$ cat src/rtl/tx_hold_pkg.sv
package tx_hold_pkg;
  localparam int unsigned BYTE_BITS = 8;
  localparam int unsigned QUEUE_DEPTH = 16;
endpackage

$ cat src/rtl/tx_byte_fifo.sv
module tx_byte_fifo #(
  parameter int unsigned DATA_W = 8,
  parameter int unsigned DEPTH  = 16,
  localparam int unsigned PTR_W = $clog2(DEPTH),
  localparam int unsigned LVL_W = $clog2(DEPTH + 1)
) (
  input  logic              clk,
  input  logic              rst_n,
  input  logic              flush,
  input  logic [LVL_W-1:0]  limit,
  input  logic              push,
  input  logic [DATA_W-1:0] push_data,
  input  logic              pop,
  output logic [DATA_W-1:0] pop_data,
  output logic [LVL_W-1:0]  level,
  output logic              empty,
  output logic              space
);
  logic [DATA_W-1:0] mem [DEPTH];
  logic [PTR_W-1:0]  wr_ptr, rd_ptr;

  function automatic logic [PTR_W-1:0] bump(input logic [PTR_W-1:0] p);
    return (p == PTR_W'(DEPTH - 1)) ? '0 : p + PTR_W'(1);
  endfunction

  assign empty    = (level == '0);
  assign space    = (level < limit);
  assign pop_data = mem[rd_ptr];

  always_ff @(posedge clk) begin
    if (push && !flush) mem[wr_ptr] <= push_data;
  end

  always_ff @(posedge clk or negedge rst_n) begin
    if (!rst_n) begin
      wr_ptr <= '0;
      rd_ptr <= '0;
      level  <= '0;
    end else if (flush) begin
      wr_ptr <= '0;
      rd_ptr <= '0;
      level  <= '0;
    end else begin
      if (push) wr_ptr <= bump(wr_ptr);
      if (pop)  rd_ptr <= bump(rd_ptr);
      case ({push, pop})
        2'b10:   level <= level + LVL_W'(1);
        2'b01:   level <= level - LVL_W'(1);
        default: level <= level;
      endcase
    end
  end

  assert_count_in_limit_R4: assert property (@(posedge clk) disable iff (!rst_n)
    !flush |-> (level <= limit));

  assert_pop_drains_R8: assert property (@(posedge clk) disable iff (!rst_n)
    (pop && !push && !flush) |=> (level == $past(level) - LVL_W'(1)));
endmodule

$ cat src/rtl/tx_status_flags.sv
module tx_status_flags (
  input  logic store_empty,
  input  logic shifter_busy,
  input  logic irq_en,
  output logic hold_empty,
  output logic tx_idle,
  output logic hold_irq
);
  assign hold_empty = store_empty;
  assign tx_idle    = store_empty & ~shifter_busy;
  assign hold_irq   = store_empty & irq_en;
endmodule

$ cat src/rtl/tx_hold_stage.sv
module tx_hold_stage
  import tx_hold_pkg::*;
#(
  parameter int unsigned DATA_W = BYTE_BITS,
  parameter int unsigned DEPTH  = QUEUE_DEPTH,
  localparam int unsigned LVL_W = $clog2(DEPTH + 1)
) (
  input  logic              clk,
  input  logic              rst_n,
  input  logic              fifo_mode_en,
  input  logic              hold_irq_en,
  input  logic              wr_valid,
  input  logic [DATA_W-1:0] wr_data,
  output logic              wr_ready,
  output logic              sh_valid,
  output logic [DATA_W-1:0] sh_data,
  input  logic              sh_ready,
  input  logic              sh_busy,
  output logic              hold_empty,
  output logic              tx_idle,
  output logic              hold_irq
);
  logic             mode_q, flush, push, sh_load, empty, space;
  logic [LVL_W-1:0] limit, level;

  always_ff @(posedge clk or negedge rst_n) begin
    if (!rst_n) mode_q <= 1'b0;
    else        mode_q <= fifo_mode_en;
  end

  assign flush    = fifo_mode_en ^ mode_q;
  assign limit    = fifo_mode_en ? LVL_W'(DEPTH) : LVL_W'(1);
  assign wr_ready = space & ~flush;
  assign push     = wr_valid & wr_ready;
  assign sh_valid = ~empty & ~flush;
  assign sh_load  = sh_valid & sh_ready;

  tx_byte_fifo #(.DATA_W(DATA_W), .DEPTH(DEPTH)) u_store (
    .clk(clk), .rst_n(rst_n), .flush(flush), .limit(limit),
    .push(push), .push_data(wr_data), .pop(sh_load), .pop_data(sh_data),
    .level(level), .empty(empty), .space(space)
  );

  tx_status_flags u_flags (
    .store_empty(empty), .shifter_busy(sh_busy), .irq_en(hold_irq_en),
    .hold_empty(hold_empty), .tx_idle(tx_idle), .hold_irq(hold_irq)
  );

  assert_write_clears_R2: assert property (@(posedge clk) disable iff (!rst_n)
    (!fifo_mode_en && push) |=> !hold_empty);

  assert_load_sets_R3: assert property (@(posedge clk) disable iff (!rst_n)
    (!fifo_mode_en && sh_load && !flush) |=> hold_empty);

  assert_no_overflow_R5: assert property (@(posedge clk) disable iff (!rst_n)
    (wr_valid && !wr_ready && !sh_load && !flush) |=> (level == $past(level)));

  assert_flush_empties_R9: assert property (@(posedge clk) disable iff (!rst_n)
    flush |=> hold_empty);
endmodule

$ cat config.mk
export PLATFORM = sky130hd
export DESIGN_NAME = tx_hold_stage
export DESIGN_NICKNAME = d
export VERILOG_FILES = /design/src/rtl/tx_hold_pkg.sv /design/src/rtl/tx_byte_fifo.sv /design/src/rtl/tx_status_flags.sv /design/src/rtl/tx_hold_stage.sv
export SDC_FILE = /design/constraint.sdc
export NUM_CORES = 1
export LEC_CHECK = 0
export CORE_ASPECT_RATIO = 1.25
export CORE_MARGIN = 3
export CORE_UTILIZATION = 62
export CTS_CLUSTER_DIAMETER = 60
export DETAILED_ROUTE_END_ITERATION = 7
export PLACE_DENSITY = 0.89
export REMOVE_ABC_BUFFERS = 1
export SLEW_MARGIN = 10
export SYNTH_ARGS = -nofsm -noshare
export SYNTH_HDL_FRONTEND = slang
export SYNTH_SLANG_ARGS = --single-unit
$ cat constraint.sdc
create_clock -name clk -period 5.3 [get_ports clk]
set_input_delay 1.06 -clock clk [delete_from_list [all_inputs] [get_ports clk]]
set_output_delay 1.06 -clock clk [all_outputs]
set_load 0.005 [all_outputs]
* Word-level counts from Yosys, hierarchy flattened *
Memory sizes are Yosys's and may differ from the RTL's.
Index checks and enable logic that the tools add are counted.

storage, ports and cells
  bits in registers = 14
  RAM bits = 128
  input bits = 15
  output and inout port bits = 13
  memories = 1

memory list
  name         depth  width  rd ports  clocked after memory_dff  wr ports  line                text
  u_store.mem  16     8      1         0                         1         tx_byte_fifo.sv:19  logic [DATA_W-1:0] mem [DEPTH];

operators by class
  add/sub/neg operators = 4
  order comparisons = 1
  eq/ne operators = 4
  muxes and demuxes = 11
  bitwise gates (word level) = 10
  reduce and logical (&&, ||, !) cells = 6

operators by type and width
  kind                                                 number
  2-to-1 mux 4 bit                                     6
  2-to-1 mux 5 bit                                     2
  case mux 5 bit (2 select lines)                      1
  adder 4 x 1 -> 4 bit, second input constant          2
  equality test 4 bit, second input constant           2
  bitwise AND 1 bit                                    6
  adder 5 x 1 -> 5 bit, second input constant          1
  logical NOT 5 bit                                    1
  < comparator 5 bit                                   1
  subtractor 5 x 1 -> 5 bit, second input constant     1
  nonzero test 2 bit                                   2
  inverter 1 bit                                       3
  nonzero test 3 bit                                   1
  equality test 2 x 1 -> 1 bit, second input constant  1
  equality test 2 bit, second input constant           1
  2-to-1 mux 1 bit                                     2
  logical AND 1 bit                                    1
  logical NOT 1 bit                                    1
  XOR 1 bit                                            1

* Logic depth before layout (Yosys ltp) *
  depth after elaboration = 7
  gate-level depth with buffers = 12

* Hierarchy *
Synthesis repeated with hierarchy kept, for this count alone.

unflattened totals
  cell total of the unflattened synthesis = 339
  area total of the unflattened synthesis = 5985.7 um^2

by module, submodules not included
  module           instances  cells an instance  area each (um^2)  seq. area each (um^2)
  tx_byte_fifo     1          326                5883.1            4169.0
  tx_hold_stage    1          10                 75.1              25.0
  tx_status_flags  1          3                  27.5              0.0

* Worst setup path before layout *
No wires, ideal clock.

  path kind = input -> register
  start point = input port fifo_mode_en
  end point = register u_store.level[4]
  setup time = 0.137 ns
  arrival time = 3.224 ns
  data required time = 5.163 ns
  setup slack = 1.939 ns
  cell stages on the path = 11
  path buffers = 0
  path through = inv_1 -> ha_1 -> nor3b_1 -> a32o_2 -> or3_4 -> fa_1 -> nand2b_1 -> o2bb2ai_1 -> and4_1 -> a311oi_1 -> o31ai_1

on the way
  longest elaborated chain between the ends = 7
  elaborated cells between the ends (all ways) = 13

RTL lines
  what                                                                        line                                                          text
  start, declared                                                             tx_hold_stage.sv:10                                           input logic fifo_mode_en,
  2-to-1 mux 5 bit / XOR 1 bit (equally long branches)                        tx_hold_stage.sv:32, tx_hold_stage.sv:31
  < comparator 5 bit / inverter 1 bit (equally long branches)                 tx_byte_fifo.sv:27, tx_hold_stage.sv:33, tx_hold_stage.sv:35
  bitwise AND 1 bit, on equally long branches                                 tx_hold_stage.sv:33, tx_hold_stage.sv:35
  bitwise AND 1 bit, on equally long branches                                 tx_hold_stage.sv:34, tx_hold_stage.sv:36
  equality test 2 x 1 -> 1 bit / equality test 2 bit (equally long branches)  tx_byte_fifo.sv:46                                            case ({push, pop})
  case mux 5 bit (2 select lines)                                             tx_byte_fifo.sv:46
  2-to-1 mux 5 bit                                                            tx_byte_fifo.sv:39                                            end else if (flush) begin
  end signal, assigned                                                        tx_byte_fifo.sv:47                                            2'b10: level <= level + LVL_W'(1);
  end signal, assigned                                                        tx_byte_fifo.sv:48                                            2'b01: level <= level - LVL_W'(1);
  end signal, assigned                                                        tx_byte_fifo.sv:49                                            default: level <= level;
  end, declared                                                               tx_byte_fifo.sv:15                                            output logic [LVL_W-1:0] level,

Several ways; a longest one is shown, not always the timed one.
A chain may end at the register's enable or synchronous reset.

* Worst setup path after layout *
  start point = register u_store.rd_ptr[0]
  end point = output port sh_data[3]

on the way
  longest elaborated chain between the ends = 1

RTL lines
  what                      line                 text
  start, declared           tx_byte_fifo.sv:20   logic [PTR_W-1:0] wr_ptr, rd_ptr;
  start signal, assigned    tx_byte_fifo.sv:45   if (pop) rd_ptr <= bump(rd_ptr);
  memory read (16 x 8 bit)  -
  end, declared             tx_hold_stage.sv:16  output logic [DATA_W-1:0] sh_data,

Every way passes these cells.

==> impl_results.md <==
* Met3 Use GR at 0.0573
* Synthesized area at between 0.006 and 0.007 mm2
* Synth warn at 0
* Worst skew pair latency at 0.41 ns
* First-pass GRT wire length at 18700 um
* Flops & latches, synth at 142
* Status: finished clean
* Largest family of logic cells by synthesized area: multiplexers
* Worst setup EP type: output port
* Die height at ~120 um
* # Post-CTS Setup Buffers at 0
* Routed wire length at 11900 um
* Pre-Repair DR Iteration Count at 5
* Count leader, synth: edfxtp_1
* Slew Limit Fails at 0
* Met1 global-route usage at 0.300
* Core Region at 0.00937 mm2
* Grt total ovfl at 0
* WL/cell at 22.0 um
* GRT met2 Usage at 0.398
* Min Tclk post-route at 4.01 ns
* Biggest area consumer among synthesized cells: edfxtp_1
* Post_cts resized at 0
* Max FO, Critical Path at 22
* Final core utilization at 0.745
* Post-synthesis simple-gate area fraction at 0.0640
* Pwr dens at 469 mW/mm2
* Clock Skews at 0.00988 ns
* Total net switching power at 903 uW
* Seq/Total Area, Yosys at 0.690
* Vias in the first global route at 3426
* Synth area leaders: edfxtp_1 63%, mux4_2 5.9%, dfrtp_1 5.8%
* DRT iter0 DRCs at approximately 300
* Highest clock rate at between 0.2 and 0.25 GHz
* Critical path launch point type: flop
* Row count at 39
* Critical path class: flop to output port
* Register share of total power at 0.413
* Proportion of layout cells with a drive suffix above 1 at 0.158
* Clock transition at path regs at 0.06 ns
* Nets@finish at 432
* Starting density of the core at 0.649
* Global route hottest layer: met2
* Multi-input gate area at 0.00174 mm2
* Max rail drop VDD at 0.437 mV
* H-tree levels at 4
* Hold buffer count at CTS at 0
* Ys async rst share at 0.0986
* Width of the die at approximately 95 um
* CTS root buffer: clkbuf_16
* Largest net degree at the start of global routing at 23
* GRT Resource Usage Total at 0.237
* Post-Synthesis Mean Instance Area at 16.2 um2
* RSZ-0062 raised after global routing: no
* Setup TNS at 0 ns
* CTS tree: done
* Post-synth EDFFs at 128
* Adder-Cell Fraction of Synth Area at 0.0218
* Period utilisation layout at 0.756
* CP Data Required Time at 4.24 ns
* Initial antenna violation count at 0
* Residual DRC count at 0
* I/O pin total at 28
* P_int at 2370 uW
* Cells after synthesis at 375
* Clk network pwr share at 0.338
* Final setup fails at 0
* Clock sink count at approximately 140
* Synth cell count leaders: 128 x edfxtp_1, 26 x mux2i_1, 18 x nand2_1, 17 x a21oi_1
* Max_cap viols at 0
* Number of port buffers at 27
* Via density at roughly 6.3
* Clk buf depth at 2
* Commonest register cell after synthesis: edfxtp_1
* Slew of the pin with the lowest slew margin at about 0.7 ns
* Final hold vios at 0
* Area delta synth->final at 14.9%
* Slew headroom at 0.530
* Sw Share at 0.276
* Hold Path Class: flop to flop
* Post-synth top area share at 0.633
* Comb power frac at 0.249
* RePlAce Congestion at 0.786
* Mux share of post-synthesis cell area at 0.117
* Reg area at 0.00420 mm2
* Fillers at around 540
* Compound-Gate Fraction of Synth Area at 0.0727
* Vias after detailed routing at 3405
* Number of buffers created by CTS at 17
* Netlist cell types at 48
* Xor/xnor share of the synthesized area at 0.0115
* Final HPWL DP at slightly below 8000 um
* Die area at between 0.01 and 0.015 mm2
* LEAKAGE at 0.00239 uW
* Ant. Diodes at 0
* Arrival @ worst endpoint at between 2 and 3 ns
* Number of routed nets with antenna violations at 0
[layout by cell type (no fill, tap or decap), types with 3 or more instances in the layout]
cell type	n
nor2_1	13
nand2_1	18
clkinv_2	5
a221oi_1	8
nor3_1	5
edfxtp_1	128
buf_4	5
mux2_2	8
clkdlybuf4s50_1	27
dfrtp_1	13
and3_1	12
xor2_1	4
clkbuf_16	17
and2_1	6
xnor2_1	4
a311oi_1	3
a21oi_1	17
mux2i_1	26
inv_1	8
ha_1	9
nor2b_1	5
o21ai_0	16
a22oi_1	9
mux4_2	16
[power by group through the flow]
stage	Clock [uW]	Sequential [uW]	Combinational [uW]
finish	1110	1350	817
detailed placement	0	1370	802
floorplan	0	1400	495
global route	1160	1360	882
global placement	0	1370	767
CTS	1110	1350	818
[worst paths after layout]
| kind | from | endpoint | slack (ns) | cells past startpoint |
|---|---|---|---|---|
| setup / recovery | u_store.rd_ptr[0] | sh_data[3] | 1.29 | 5 |
| hold reg to reg | u_store.level[2] | u_store.level[2] | 0.61 | 1 |
| min in group asynchronous | rst_n | u_store.level[4] | 1.07 | 1 |
| max in group asynchronous | rst_n | u_store.rd_ptr[0] | 3.74 | 1 |
| hold / removal | u_store.level[2] | u_store.level[2] | 0.61 | 1 |
| setup reg to reg | u_store.level[4] | u_store.level[4] | 2.18 | 10 |
[stage by stage]
step | instances | instance area [um2] | total power (uW) | worst slack [ns] | hold slack, ns
floorplan | 356 | 5970 | 1890 | 1.56 | 0.541
global placement | 511 | 6430 | 2130 | 1.13 | 0.584
detailed placement | 511 | 6430 | 2170 | 1.01 | 0.589
CTS | 540 | 6980 | 3280 | 1.28 | 0.602
global route | 540 | 6980 | 3400 | 1.14 | 0.622
finish | 540 | 6980 | 3270 | 1.29 | 0.613
[logic make-up after synthesis]
logic type,count (synthesis)
AOI/OAI and AO/OA,67
xor gates and xnor gates,8
adders and majority gates,10
buffers and inverters,27
DFF,142
muxes,50
and+or+nand+nor,71
[worst max-delay path, stage by stage (launching register included)]
cell	delay, ns
dfrtp_2	0.73
buf_4	0.42
mux4_2	0.60
a22oi_1	0.21
nand2_1	0.10
clkdlybuf4s50_1	0.46
[per-layer routing]
metal | up-vias | part of all wire
met2 | 147 | 0.54
met5 | - | 0
met1 | 1701 | 0.39
met4 | 0 | 0.024
met3 | 23 | 0.055
li1 | 1534 | -
[area by class of cell]
class                      count  share of cell area
sequential                   142               0.601
multi-input combinational    206               0.250
clock buffer                  17              0.0610
timing repair buffer          32              0.0441
tap                          123              0.0221
clock inverter                12              0.0176
inverter                       8             0.00430
[flip-flops by register name, indices dropped and copies added, names as in the netlist]
register        count
u_store.mem       128
u_store.wr_ptr      4
mode_q              1
u_store.rd_ptr      4
u_store.level       5
No activity file was read; power rests on OpenSTA's default activity.
